<file path="src/rtl/cmd_framer_pkg.sv">
`timescale 1ns/1ps
package cmd_framer_pkg;
  typedef enum logic {ST_COLLECT = 1'b0, ST_SEND = 1'b1} frm_state_e;

  localparam logic [7:0] OP_XFER_WR = 8'hA0;
  localparam logic [7:0] OP_XFER_RD = 8'hC0;
  localparam int         TEX_SH     = 1;
  localparam int         MASK_SH    = 6;
  localparam int         STAT_W     = 13;
endpackage

</file>
<file path="src/rtl/cmd_len_dec.sv">
`timescale 1ns/1ps
module cmd_len_dec #(
  parameter int CNT_W = 4
) (
  input  logic [7:0]       op_i,
  output logic [CNT_W-1:0] extra_o
);
  logic [3:0] nv;
  logic [3:0] ex;

  always_comb begin
    nv = op_i[3] ? 4'd4 : 4'd3;
    ex = 4'd0;
    case (op_i[7:5])
      3'd0: ex = (op_i == 8'h02) ? 4'd2 : 4'd0;
      // polygons: vertices x (1 + uv) plus colours after the first
      3'd1: ex = (op_i[2] ? (nv << 1) : nv) + (op_i[4] ? nv - 4'd1 : 4'd0);
      3'd2: ex = 4'd2 + {3'd0, op_i[3]} + {3'd0, op_i[4]};
      3'd3: ex = (op_i[4:2] == 3'b011) ? 4'd0
               : 4'd1 + {3'd0, (op_i[4:3] == 2'b00)} + {3'd0, op_i[2]};
      3'd4: ex = (op_i == 8'h80) ? 4'd3 : 4'd0;
      3'd5: ex = (op_i == 8'hA0) ? 4'd2 : 4'd0;
      3'd6: ex = (op_i == 8'hC0) ? 4'd2 : 4'd0;
      default: ex = 4'd0;
    endcase
    extra_o = CNT_W'(ex);
  end
endmodule

</file>
<file path="src/rtl/cmd_shadow.sv">
`timescale 1ns/1ps
module cmd_shadow
  import cmd_framer_pkg::*;
#(
  parameter int DATA_W = 32,
  parameter int NUM_SH = 8
) (
  input  logic                     clk_i,
  input  logic                     rst_ni,
  input  logic                     done_i,
  input  logic [7:0]               op_i,
  input  logic [DATA_W-1:0]        w0_i,
  input  logic [DATA_W-1:0]        tex_w_i,
  input  logic                     dirty_clr_i,
  output logic [NUM_SH*DATA_W-1:0] shadow_o,
  output logic [STAT_W-1:0]        status_o,
  output logic                     dirty_o
);
  localparam int SEL_W = $clog2(NUM_SH);

  logic [DATA_W-1:0] sh_q [NUM_SH];
  logic              is_set, tex_hit, upd_q, dirty_q;
  logic [STAT_W-1:0] status_q;

  assign is_set  = (op_i[7:3] == 5'h1C);
  assign tex_hit = ((op_i & 8'hF4) == 8'h24) || ((op_i & 8'hF4) == 8'h34);

  for (genvar g = 0; g < NUM_SH; g++) begin : g_sh
    always_ff @(posedge clk_i or negedge rst_ni) begin
      if (!rst_ni) begin
        sh_q[g] <= '0;
      end else if (done_i) begin
        if (is_set && op_i[SEL_W-1:0] == SEL_W'(g)) sh_q[g] <= w0_i;
        else if (g == TEX_SH && tex_hit)           sh_q[g][8:0] <= tex_w_i[8:0];
      end
    end
    assign shadow_o[g*DATA_W +: DATA_W] = sh_q[g];
  end

  always_ff @(posedge clk_i or negedge rst_ni) begin
    if (!rst_ni) begin
      upd_q    <= 1'b0;
      status_q <= '0;
      dirty_q  <= 1'b0;
    end else begin
      upd_q <= done_i;
      if (upd_q) status_q <= {sh_q[MASK_SH][1:0], sh_q[TEX_SH][10:0]};
      if (done_i && op_i >= 8'h02 && op_i < 8'hC0) dirty_q <= 1'b1;
      else if (dirty_clr_i)                        dirty_q <= 1'b0;
    end
  end

  assign status_o = status_q;
  assign dirty_o  = dirty_q;


  dirty_src_chk: assert property (@(posedge clk_i) disable iff (!rst_ni)
    (!dirty_o && !done_i) |=> !dirty_o);

  status_src_chk: assert property (@(posedge clk_i) disable iff (!rst_ni)
    (status_o != $past(status_o)) |-> $past(done_i, 2));
endmodule

</file>
<file path="src/rtl/cmd_framer.sv">
`timescale 1ns/1ps
module cmd_framer
  import cmd_framer_pkg::*;
#(
  parameter int DATA_W    = 32,
  parameter int BUF_DEPTH = 12,
  parameter int NUM_SH    = 8
) (
  input  logic                     clk_i,
  input  logic                     rst_ni,
  input  logic                     in_valid_i,
  input  logic [DATA_W-1:0]        in_data_i,
  output logic                     in_ready_o,
  output logic                     pkt_valid_o,
  output logic [DATA_W-1:0]        pkt_data_o,
  output logic                     pkt_sop_o,
  output logic                     pkt_eop_o,
  input  logic                     pkt_ready_i,
  output logic                     xfer_start_o,
  output logic                     xfer_read_o,
  output logic [DATA_W-1:0]        xfer_pos_o,
  output logic [DATA_W-1:0]        xfer_size_o,
  output logic                     xfer_wvalid_o,
  output logic [DATA_W-1:0]        xfer_wdata_o,
  input  logic                     xfer_done_i,
  output logic [NUM_SH*DATA_W-1:0] shadow_o,
  output logic [STAT_W-1:0]        status_o,
  output logic                     dirty_o,
  input  logic                     dirty_clr_i
);
  localparam int CNT_W = $clog2(BUF_DEPTH + 1);

  frm_state_e        state_q;
  logic [DATA_W-1:0] buf_q [BUF_DEPTH];
  logic [CNT_W-1:0]  cnt_q, need_q, rd_q, extra, need_now;
  logic [7:0]        op_q, cur_op;
  logic              wr_pend_q, xs_q, xr_q;
  logic [DATA_W-1:0] xpos_q, xsize_q, w0, tex_w;
  logic              acc, done, is_xfer;

  cmd_len_dec #(.CNT_W(CNT_W)) u_len (
    .op_i    (in_data_i[DATA_W-1 -: 8]),
    .extra_o (extra)
  );

  assign in_ready_o = (state_q == ST_COLLECT);
  assign acc        = in_valid_i && in_ready_o && !wr_pend_q;
  assign cur_op     = (cnt_q == '0) ? in_data_i[DATA_W-1 -: 8] : op_q;
  assign need_now   = (cnt_q == '0) ? extra + CNT_W'(1) : need_q;
  assign done       = acc && (cnt_q + CNT_W'(1) == need_now);
  assign is_xfer    = (cur_op == OP_XFER_WR) || (cur_op == OP_XFER_RD);
  assign w0         = (cnt_q == '0) ? in_data_i : buf_q[0];
  // texture word always precedes the last word, so it is already buffered
  assign tex_w      = cur_op[4] ? buf_q[5] : buf_q[4];

  always_ff @(posedge clk_i or negedge rst_ni) begin
    if (!rst_ni) begin
      state_q   <= ST_COLLECT;
      cnt_q     <= '0;
      need_q    <= '0;
      rd_q      <= '0;
      op_q      <= '0;
      wr_pend_q <= 1'b0;
      xs_q      <= 1'b0;
      xr_q      <= 1'b0;
      xpos_q    <= '0;
      xsize_q   <= '0;
      for (int i = 0; i < BUF_DEPTH; i++) buf_q[i] <= '0;
    end else begin
      xs_q <= 1'b0;
      case (state_q)
        ST_COLLECT: begin
          if (wr_pend_q) begin
            if (xfer_done_i) wr_pend_q <= 1'b0;
          end else if (acc) begin
            buf_q[cnt_q] <= in_data_i;
            if (cnt_q == '0) begin
              op_q   <= in_data_i[DATA_W-1 -: 8];
              need_q <= need_now;
            end
            if (done) begin
              cnt_q <= '0;
              if (is_xfer) begin
                xs_q      <= 1'b1;
                xr_q      <= (cur_op == OP_XFER_RD);
                xpos_q    <= buf_q[1];
                xsize_q   <= in_data_i;
                wr_pend_q <= (cur_op == OP_XFER_WR);
              end else begin
                state_q <= ST_SEND;
                rd_q    <= '0;
              end
            end else begin
              cnt_q <= cnt_q + CNT_W'(1);
            end
          end
        end
        ST_SEND: begin
          if (pkt_ready_i) begin
            rd_q <= rd_q + CNT_W'(1);
            if (pkt_eop_o) state_q <= ST_COLLECT;
          end
        end
        default: state_q <= ST_COLLECT;
      endcase
    end
  end

  assign pkt_valid_o   = (state_q == ST_SEND);
  assign pkt_data_o    = buf_q[rd_q];
  assign pkt_sop_o     = (rd_q == '0);
  assign pkt_eop_o     = (rd_q == need_q - CNT_W'(1));
  assign xfer_start_o  = xs_q;
  assign xfer_read_o   = xr_q;
  assign xfer_pos_o    = xpos_q;
  assign xfer_size_o   = xsize_q;
  assign xfer_wvalid_o = wr_pend_q && in_valid_i;
  assign xfer_wdata_o  = in_data_i;

  cmd_shadow #(.DATA_W(DATA_W), .NUM_SH(NUM_SH)) u_shadow (
    .clk_i       (clk_i),
    .rst_ni      (rst_ni),
    .done_i      (done),
    .op_i        (cur_op),
    .w0_i        (w0),
    .tex_w_i     (tex_w),
    .dirty_clr_i (dirty_clr_i),
    .shadow_o    (shadow_o),
    .status_o    (status_o),
    .dirty_o     (dirty_o)
  );


  hold_on_stall_chk: assert property (@(posedge clk_i) disable iff (!rst_ni)
    (pkt_valid_o && !pkt_ready_i) |=> (pkt_valid_o && $stable(pkt_data_o)
      && $stable(pkt_sop_o) && $stable(pkt_eop_o)));

  mid_word_chk: assert property (@(posedge clk_i) disable iff (!rst_ni)
    (pkt_valid_o && pkt_ready_i && !pkt_eop_o) |=> (pkt_valid_o && !pkt_sop_o));

  start_pulse_chk: assert property (@(posedge clk_i) disable iff (!rst_ni)
    xfer_start_o |=> !xfer_start_o);

  no_parse_chk: assert property (@(posedge clk_i) disable iff (!rst_ni)
    xfer_wvalid_o |=> (!pkt_valid_o && cnt_q == $past(cnt_q)));
endmodule

</file>
<file path="config.mk">
export PLATFORM = sky130hd
export DESIGN_NAME = cmd_framer
export DESIGN_NICKNAME = d
export VERILOG_FILES = /design/src/rtl/cmd_framer_pkg.sv /design/src/rtl/cmd_len_dec.sv /design/src/rtl/cmd_shadow.sv /design/src/rtl/cmd_framer.sv
export SDC_FILE = /design/constraint.sdc
export NUM_CORES = 1
export LEC_CHECK = 0
export ABC_AREA = 0
export BUFFER_PORTS_ARGS = -buffer_cell sky130_fd_sc_hd__buf_2
export CAP_MARGIN = 20
export CORE_MARGIN = 2
export CORE_UTILIZATION = 45
export DETAILED_ROUTE_END_ITERATION = 16
export GPL_ROUTABILITY_DRIVEN = 0
export PLACE_DENSITY = 0.64
export RECOVER_POWER = 100
export SLEW_MARGIN = 20
export SYNTH_ARGS = -nofsm -noshare
export SYNTH_HDL_FRONTEND = slang
export SYNTH_SLANG_ARGS = --single-unit
</file>
<file path="constraint.sdc">
create_clock -name clk_i -period 3.9 [get_ports clk_i]
set_input_delay 0.195 -clock clk_i [delete_from_list [all_inputs] [get_ports clk_i]]
set_output_delay 0.195 -clock clk_i [all_outputs]
set_load 0.02 [all_outputs]
</file>
Word-level counts from Yosys, hierarchy flattened:

Cells that the tools add are included.

* add/sub/neg operators: 10
* $lt $le $gt $ge: 5
* equality and inequality tests: 30
* mux-type cells: 47
* bitwise operators: 4
* reduce and logical (&&, ||, !) cells: 38

Operators by type and width (number)
* $bwmux W384: 1
* $bmux W32 S4: 1
* $demux W32 S4: 1
* $mux W32: 4
* $eq A8 B8 Y1 const B: 5
* $mux W4: 10
* $pmux W4 S7: 1
* $mux W9: 3
* $eq A3 B3 Y1 const B: 7
* $mux W1: 18
* $reduce_and A2 Y1: 9
* $eq A3 B2 Y1 const B: 5
* $logic_and A1 B1 Y1: 15
* $add A4 B1 Y4 const B: 3
* $eq A5 B3 Y1 const B: 2
* $ge A5 B5 Y1 const B: 2
* $not A4 Y5: 2
* $reduce_and A5 Y1: 2
* $add A4 B1 Y4: 2
* $eq A4 B4 Y1: 2
* $eq A8 B2 Y1 const B: 1
* $ge A8 B2 Y1 const B: 1
* $logic_not A4 Y1: 2
* $lt A8 B8 Y1 const B: 1
* 22 further kinds: 34

* flip-flop bits (word level): 743

Logic depth before layout (Yosys ltp):

Gate-level depths: netlist of run 1.

* depth after elaboration: 13
* depth in mapped cells: 18
* mapped depth without buffers: 14

Cells and area by module:

From an unflattened synthesis of run 1, not the netlist that was laid out.

* cell total of the unflattened synthesis: 2359
* area, all modules: 32700.1 um^2

By module, submodules not included
* cmd_framer: instances 1, cells an instance 1682, area an instance 22091.2 um^2, sequential area each 11811.3 um^2
* cmd_shadow: instances 1, cells an instance 634, area an instance 10313.6 um^2, sequential area each 6781.5 um^2
* cmd_len_dec: instances 1, cells an instance 43, area an instance 295.3 um^2, sequential area each 0.0 um^2

Least setup slack after synthesis of run 1:

OpenSTA, ideal clock, no wires.

* path type: input to register
* start: input in_data_i[27]
* end: register u_shadow.sh_q (netlist bit u_shadow.shadow_o[149])
* arrival: 3.463 ns
* slack: 0.313 ns
* stages on the path: 16
* buffers on the path: 3
* cells stage by stage: inv_1 > clkbuf_1 > ha_1 > nor4bb_1 > a31oi_1 > and3_1 > inv_1 > ha_1 > nor3_1 > a221oi_1 > o41a_1 > and3_1 > buf_2 > a2111oi_2 > buf_2 > mux2_2

* cells in the longest elaborated chain, start to end: 10
* elaborated cells on any way between the ends: 29
* classes of those cells: add/sub: 7; eq/ne: 7; mux: 11; reduce/logical: 4

RTL lines
* start, declared: line cmd_framer.sv:12 `input logic [DATA_W-1:0] in_data_i,`
* $mux W3 / $logic_not A2 Y1 (equally long branches): line cmd_len_dec.sv:12, cmd_len_dec.sv:20
* $sub A4 B1 Y4 / $add A1 B1 Y2 (equally long branches): line cmd_len_dec.sv:17, cmd_len_dec.sv:20
* $mux W4 / $add A4 B1 Y4 (equally long branches): line cmd_len_dec.sv:17, cmd_len_dec.sv:20
* $add A4 B4 Y4 / $mux W4 (equally long branches): line cmd_len_dec.sv:17, cmd_len_dec.sv:19
* $pmux W4 S7: line cmd_len_dec.sv:14 `case (op_i[7:5])`
* $add A4 B1 Y4: line cmd_framer.sv:49 `assign need_now = (cnt_q == '0) ? extra + CNT_W'(1) : need_q;`
* $mux W4: line cmd_framer.sv:49
* $eq A4 B4 Y1: line cmd_framer.sv:50 `assign done = acc && (cnt_q + CNT_W'(1) == need_now);`
* $logic_and A1 B1 Y1: line cmd_framer.sv:50
* $reduce_and A2 Y1 (no line) (*)
* end signal, assigned by index: line cmd_shadow.sv:33 `if (is_set && op_i[SEL_W-1:0] == SEL_W'(g)) sh_q[g] <= w0_i;`
* end signal, assigned by index: line cmd_shadow.sv:34 `else if (g == TEX_SH && tex_hit) sh_q[g][8:0] <= tex_w_i[8:0];`
* end, declared: line cmd_shadow.sv:21 `logic [DATA_W-1:0] sh_q [NUM_SH];`

Mark *: on every way between the ends. The rest lies on a longest branch, timed or not.
A chain may end at the register's enable or synchronous reset.

Final worst setup path of run 1:

* start: register cnt_q[0]
* end: register xsize_q[29], in the netlist xfer_size_o[29]

* cells in the longest elaborated chain, start to end: 5
* elaborated cells on any way between the ends: 10
* classes of those cells: add/sub: 1; eq/ne: 3; mux: 2; reduce/logical: 4

RTL lines
* start, declared: line cmd_framer.sv:35 `logic [CNT_W-1:0] cnt_q, need_q, rd_q, extra, need_now;`
* start signal, assigned: line cmd_framer.sv:94 `cnt_q <= cnt_q + CNT_W'(1);`
* parallel branches: the longest is 4 deep, another holds $add A4 B1 Y4
* $reduce_and A5 Y1 (no line) (*)
* end signal, assigned: line cmd_framer.sv:87 `xsize_q <= in_data_i;`
* end, declared: line cmd_framer.sv:38 `logic [DATA_W-1:0] xpos_q, xsize_q, w0, tex_w;`

Every way passes the cells marked *.

==> metrics.md, run 1 <==
| Metric | Value |
|---|---|
| Outcome | finished, violations left |
| Failing checks | max-capacitance violations, max-slew violations |
| Clock root cell | clkbuf_16 |
| Layout cell share with drive strength beyond 1 | a little over a third |
| P_int | between 15 and 20 mW |
| Leak | approximately 18 nW |
| Gr ovfl total | 0 |
| Reg power frac | 38.5% |
| Clk buf depth | 3 |
| Initial DRC Count | 1500 |
| Die H | around 270 microns |
| Htree depth | 3 |
| Avg WL per Cell | 25.0 microns |
| CP endpoint kind | register |
| Full die area | between 70000 and 80000 sq um |
| Vias per inst | around 5.6 |
| Switching Power | 10.5 mW |
| IO Pins | roughly 440 |
| Hold path cells | 4 |
| R2r worst-path depth | 10 |
| Starting Density | a little under half |
| Asr flop ratio synth | 100% |
| Fillcell total | ~6000 |
| Multi-input gate area in the final layout | 13000 sq um |
| Final WL | between 90 and 100 mm |
| Area Growth Syn to Fin | 17.9% |
| Post-synthesis sequential area ratio | between 50 and 60% |
| Worst slew margin | -76.4% |
| Core ar. | between 70000 and 80000 sq um |
| WL met1 | around 40 mm |
| Worst-path clk slew | ~0.06 ns |
| Gr usage total | between 20% and 30% |
| DRC viols | 0 |
| DR top layer | met4 |
| Area share of the largest cell type after synthesis | 56.9% |
| Crit path DAT | about 4.3 ns |
| Synth area leader | dfrtp_1 |
| Met2 wire len | roughly 47 mm |
| Clock Power Share | between 20% and 30% |
| Critical-path maximum fanout | just over 40 |
| DRT antenna net count | 0 |
| Ys Warns | 0 |
| CTS tree | done |
| Worst-skew pair later-pin latency | around 0.64 ns |
| Pwr per Cell Area | about 770 nW/um^2 |
| Post-Syn Area | roughly 33000 sq um |
| 1st-pass router iterations | 5 |
| Number of global-route vias before repair | around 22000 |
| Synthesized flop and latch total | 743 |
| Placed cell count | around 3600 |
| Final hold violations | 0 |
| WL met3 | roughly 4.3 mm |
| Commonest non-fill, non-tap cell in the layout | dfrtp_1 |
| Setup crit start kind | register |
| Critical path class | reg2reg |
| Slew @ Worst Pin | 2.65 ns |
| Ys flop type | dfrtp_1 |
| Pins Over Slew Limit | between 80 and 90 |
| Via count | 21100 |
| Total CTS buffers | 81 |
| Initial antenna violation count | 1 |
| Unique masters post-synth | 59 |
| Max-cap violations | 1 |
| VDD IR max | around 420 uV |
| Final Core Density | roughly 54% |
| Final period util | a little over nine tenths |
| Sw Ratio | 35.5% |
| Clock period minus worst slack | around 3.8 ns |
| Row count | slightly below 100 |
| Detail Placement HPWL | 61.5 mm |
| Logic gate share of total power | 34.3% |
| Min-Delay Path Class | in2reg |
| Clock sinks | ~740 |
| Post-Layout Cell Count | 3768 |
| DIE WIDTH | 274 microns |
| # diodes | 0 |
| Nets | ~2800 |
| Critical Path RT | between 4 and 5 ns |
| Skew final | between 0.03 and 0.04 ns |
| Gate Count Post-Synth | 2317 |
| Commonest non-fill, non-tap cells in the layout | dfrtp_1 (738), mux2_2 (581), clkbuf_1 (397) |
| Post-synth EDFFs | 0 |
| Area contributors post-synth | dfrtp_1 (57%), mux2_2 (20%), mux4_2 (6.6%) |
| Sequential cell area | 18600 sq um |
| Largest net degree at the start of global routing | 120 |
| First-pass GRT wire length | roughly 140 mm |
| IO buf count | 442 |
| Final setup vio count | 0 |
| RSZ-0062 raised after global routing | false |
| FMAX | around 0.26 GHz |
| Synthesized Nets | roughly 2400 |
| Avg Cell Area, Syn | 14.1 sq um |
-- final timing paths --
kind / endpoint / from / slack, ns
setup / recovery: xfer_size_o[29] / cnt_q[0] / 0.11
hold / removal: buf_q[381] / in_data_i[29] / 0.12
setup reg to reg: xfer_size_o[29] / cnt_q[0] / 0.11
hold reg to reg: buf_q[314] / buf_q[314] / 0.47
max in group asynchronous: u_shadow.shadow_o[156] / rst_ni / 0.62
min in group asynchronous: xfer_size_o[18] / rst_ni / 0.91
-- cells in the mapped netlist (6+ instances only) --
| cell type | count |
|---|---|
| a2111oi_4 | 6 |
| a21oi_1 | 6 |
| buf_1 | 14 |
| buf_2 | 32 |
| buf_4 | 32 |
| buf_6 | 8 |
| clkbuf_1 | 109 |
| dfrtp_1 | 743 |
| ha_1 | 14 |
| inv_1 | 47 |
| mux2_1 | 14 |
| mux2_2 | 581 |
| mux2_4 | 50 |
| mux2i_1 | 47 |
| mux4_2 | 96 |
| nand2_1 | 297 |
| nand2b_1 | 6 |
| nand3_1 | 10 |
| nor2_1 | 12 |
| nor3_1 | 9 |
| nor3b_1 | 9 |
| o21ai_0 | 71 |
| o22ai_1 | 33 |
| xnor2_1 | 9 |
| xor2_1 | 6 |
-- logic make-up (layout without fill, tap and decap cells) --
| kind of cell | Yosys count | in the layout | share of synthesized area, % |
|---|---|---|---|
| xor gates and xnor gates | 15 | 15 | 0.402 |
| muxes | 788 | 788 | 30.8 |
| adders and majority gates | 14 | 14 | 0.536 |
| and+or+nand+nor | 372 | 372 | 4.82 |
| buffers and inverters | 242 | 743 | 3.45 |
| DFF | 743 | 743 | 56.9 |
| AOI/OAI and AO/OA | 143 | 143 | 3.10 |
-- registers in the layout, summed over array words and instances, names as in the netlist --
register and count:
op_q 8, buf_q 384, need_q 4, xfer_size_o 32
rd_q 4, u_shadow.status_o 13, xfer_pos_o 32, u_shadow.shadow_o 256
pkt_valid_o 1, wr_pend_q 1, u_shadow.dirty_o 1, u_shadow.upd_q 1
xfer_read_o 1, cnt_q 4, xfer_start_o 1
-- routing by layer --
metal | track usage (%) | vias up
li1 | - | 9072
met1 | 33.9 | 11300
met2 | 42.2 | 617
met3 | 3.54 | 177
met4 | 8.66 | 0
met5 | 0 | -
-- area by class of cell --
cell class / count / area share (%)
Clock buffer: 110 / 6.09
Clock inverter: 34 / 1.17
Inverter: 47 / 0.458
Multi-Input combinational cell: 1332 / 33.7
Sequential cell: 743 / 48.2
Tap cell: 950 / 3.08
Timing Repair Buffer: 552 / 7.26
-- power by group through the flow --
stage | combinational (mW) | sequential (mW) | clock (mW)
after floorplan | 6.78 | 11.1 | 0
after global placement | 10.1 | 11.3 | 0
after detailed placement | 10.3 | 11.5 | 0
after CTS | 10.4 | 11.4 | 8.17
after global routing | 10.9 | 11.7 | 8.51
final | 10.1 | 11.4 | 8.02
-- worst max-delay path, cell delays in order (launching register included) --
cell	delay, ns
dfrtp_2	0.44
inv_1	0.16
ha_2	0.26
or3b_4	0.48
nor3_1	0.23
nor2_1	0.14
nand2b_1	0.20
or4_1	0.55
a2111o_2	0.55
buf_12	0.24
mux2_4	0.35
-- per-stage QoR --
stage	cell area [sq um]	worst slack [ns]	hold slack [ns]	TNS, ns	power (mW)
final	38600	0.108	0.123	0	29.6
after global placement	36100	0.117	0.289	0	21.5
after global routing	38600	0.00309	0.134	0	31.1
after CTS	39200	0.0909	0.0844	0	30.0
after detailed placement	36100	-0.0275	0.309	-0.565	21.8
after floorplan	32700	0.313	-0.101	0	17.9
-- timing repair --
action / 4_1_cts / 5_1_grt
gates resized for setup: 0 / 3
setup endpoints to repair: 48 / 147
setup buffers: 4 / 0
hold endpoints to repair: 149 / 0
hold buffers: 32 / 0
No activity file was read; power rests on OpenSTA's default activity.
==> run 2, diff against run 1 <==
--- a/config.mk
+++ b/config.mk
@@ -14,7 +14,7 @@
 export GPL_ROUTABILITY_DRIVEN = 0
 export PLACE_DENSITY = 0.64
 export RECOVER_POWER = 100
-export SLEW_MARGIN = 20
+export SLEW_MARGIN = 40
 export SYNTH_ARGS = -nofsm -noshare
 export SYNTH_HDL_FRONTEND = slang
 export SYNTH_SLANG_ARGS = --single-unit
==> constraint.sdc (replaced) <==
create_clock -name clk_i -period 3.9 [get_ports clk_i]
set_input_delay 0 -clock clk_i [delete_from_list [all_inputs] [get_ports clk_i]]
set_output_delay 0 -clock clk_i [all_outputs]
set_load 0.02 [all_outputs]
==> metrics.md, run 2 (same netlist as run 1, synthesis figures left out) <==
| Metric | Value |
|---|---|
| Total CTS buffers | 80 (-1.2%) |
| Failing checks | max-capacitance violations, max-slew violations |
| Initial DRC Count | 1487 (-0.87%) |
| Max-cap violations | 4 (+3) |
| Max reg flops | 384 (unchanged) |
| Detail Placement HPWL | 62.9 mm (+2.3%) |
| Setup crit start kind | register |
| Fillcell total | 6185 (+0.049%) |
| Worst slew margin | -55.9% (+20 points) |
| Full die area | 74800 sq um (unchanged) |
| Final period util | 96.5% (-0.77 points) |
| Post-Layout Cell Count | 3781 (+0.35%) |
| Commonest non-fill, non-tap cell in the layout | dfrtp_1 |
| IO buf count | 442 (unchanged) |
| DRT antenna net count | 0 (unchanged) |
| Vias per inst | 5.62 (+0.12%) |
| Sw Ratio | 36.2% (+0.67 points) |
| FF-to-FF setup slack | 0.14 ns (+0.03 ns) |
| Clk buf depth | 3 (unchanged) |
| Logic gate share of total power | 34.6% (+0.3 points) |
| Skew final | 0.0261 ns (-0.00610 ns) |
| Avg WL per Cell | 25.1 microns (+0.40%) |
| Worst-path clk slew | 0.06 ns (about the same) |
| Row count | 98 (unchanged) |
| Initial antenna violation count | 4 (+3) |
| Pins Over Slew Limit | 175 (+97%) |
| Worst setup path end | xfer_pos_o[7] |
| Starting Density | 45.6% (unchanged) |
| Nets | 2821 (+0.43%) |
| Number of global-route vias before repair | 22100 (+0.23%) |
| Clock root cell | clkbuf_16 |
| Reg power frac | 38.9% (+0.4 points) |
| Htree depth | 3 (unchanged) |
| Final setup vio count | 0 (unchanged) |
| Pwr per Cell Area | 763 nW/um^2 (-0.43%) |
| Gr ovfl total | 0 (unchanged) |
| Critical-path maximum fanout | 17 (-59%) |
| Leak | 18.2 nW (-0.81%) |
| FMAX | 0.266 GHz (+0.80%) |
| CP endpoint kind | register |
| Core ar. | 71700 sq um (unchanged) |
| CTS tree | done |
| IO Pins | 443 (unchanged) |
| Slew @ Worst Pin | 2.34 ns (-0.307 ns) |
| Critical Path RT | 4.41 ns (about the same) |
| First-pass GRT wire length | 143 mm (+0.84%) |
| Most flop-heavy register | buf_q |
| Worst-skew pair later-pin latency | 0.64 ns (about the same) |
| Crit Reg-Reg Endpoint | xfer_pos_o[7] |
| # diodes | 0 (unchanged) |
| R2r worst-path depth | 10 (unchanged) |
| Crit path DAT | 4.27 ns (-0.03 ns) |
| Final WL | 95.0 mm (+0.75%) |
| DRC viols | 0 (unchanged) |
| Crit path from | cnt_q[0] |
| 1st-pass router iterations | 5 (unchanged) |
| Switching Power | 10.6 mW (+1.1%) |
| Via count | 21200 (+0.47%) |
| Total negative slack | 0 ns (unchanged) |
| Worst reg2reg startpoint | cnt_q[0] |
| Clock Power Share | 26.5% (-0.6 points) |
| Commonest non-fill, non-tap cells in the layout | dfrtp_1 (739), mux2_2 (581), clkbuf_1 (428) |
| DIE WIDTH | 274 microns (unchanged) |
| Layout cell share with drive strength beyond 1 | 33.9% (-2.1 points) |
| Area Growth Syn to Fin | 17.5% |
| P_int | 18.7 mW (-1.8%) |
| RSZ-0062 raised after global routing | false |
| VDD IR max | 414 uV (-1.4%) |
| Largest net degree at the start of global routing | 107 (-11%) |
| Clock sinks | 743 (unchanged) |
| Outcome | finished, violations left |
| Critical path class | reg2reg |
| Gr usage total | 25.4% (+0.14 points) |
| Clock period minus worst slack | 3.76 ns (-0.0302 ns) |
| Min-Delay Path Class | in2reg |
| Die H | 274 microns (unchanged) |
| Placed cell count | 3596 (+0.25%) |
| Final hold violations | 0 (unchanged) |
run 2: cell count changes in the layout (fill, tap and decap cells not counted), sizes merged:
cell,before,now
clkinv,16,10
clkbuf,530,549
dlygate4sd3,32,38
buf,100,98
dlymetal6s4s,0,1
bufinv,9,5
clkinvlp,3,2
run 2: worst min-delay path by stage:
stage | startpoint | to | slack, ns | cells past startpoint
after floorplan | rst_ni | buf_q[0] | -0.30 | 0
after global placement | rst_ni | buf_q[338] | 0.16 | 1
after detailed placement | rst_ni | buf_q[338] | -0.07 | 1
after CTS | xfer_done_i | wr_pend_q | 0.22 | 4
after global routing | xfer_done_i | wr_pend_q | 0.25 | 4
final | xfer_done_i | wr_pend_q | 0.25 | 4
run 2: per-layer routing:
layer | GRT usage [%] | routed length [microns]
met4 | 8.94 | 3230
met3 | 3.39 | 4780
met2 | 42.5 | 47300
met5 | 0 | 0
met1 | 34.1 | 39700
run 2: cell type report:
cell class,count,area (sq um),area share (%)
Sequential cell,743,18600,48.4
Clock buffer,121,2360,6.14
Timing Repair Buffer,565,2850,7.42
Clock inverter,23,349,0.909
Multi-Input combinational cell,1332,12900,33.6
Inverter,47,176,0.459
Tap cell,950,1190,3.09
run 2: repair_timing:
item | 4_1_cts | 5_1_grt
pin swaps | 0 | 1
resized for setup | 1 | 2
setup endpoints to repair | 18 | 77
hold buffers | 39 | 0
buffers inserted | 2 | 0
endpoints found under the hold margin | 687 | 0
cloned | 0 | 0
run 2: stage by stage:
step	hold slack (ns)	instance area (sq um)	util, %	power (mW)	setup WS [ns]
after floorplan	-0.296	32700	-	17.9	0.449
after global placement	0.160	36100	50.3	21.4	0.179
after detailed placement	-0.0715	36200	50.5	21.9	-0.00279
after CTS	0.216	39300	54.8	29.8	0.00178
after global routing	0.254	38400	53.6	30.8	0.0224
final	0.253	38400	53.6	29.3	0.138
run 2: worst max-delay path, stage by stage (launching register included):
cell	delay (ns)
dfrtp_1	0.43
inv_1	0.17
ha_2	0.27
or3b_4	0.51
nor3_1	0.22
nor2_1	0.12
nand2b_1	0.22
or4_1	0.53
a2111o_2	0.52
clkbuf_4	0.29
mux2_1	0.34
run 2: power by group through the flow:
stage	Sequential [mW]	Clock [mW]	Combinational, mW
6_report	11.4	7.79	10.1
5_1_grt	11.7	8.28	10.8
4_1_cts	11.4	7.93	10.5
3_5_place_dp	11.5	0	10.4
3_3_place_gp	11.6	0	9.89
2_1_floorplan	11.1	0	6.78
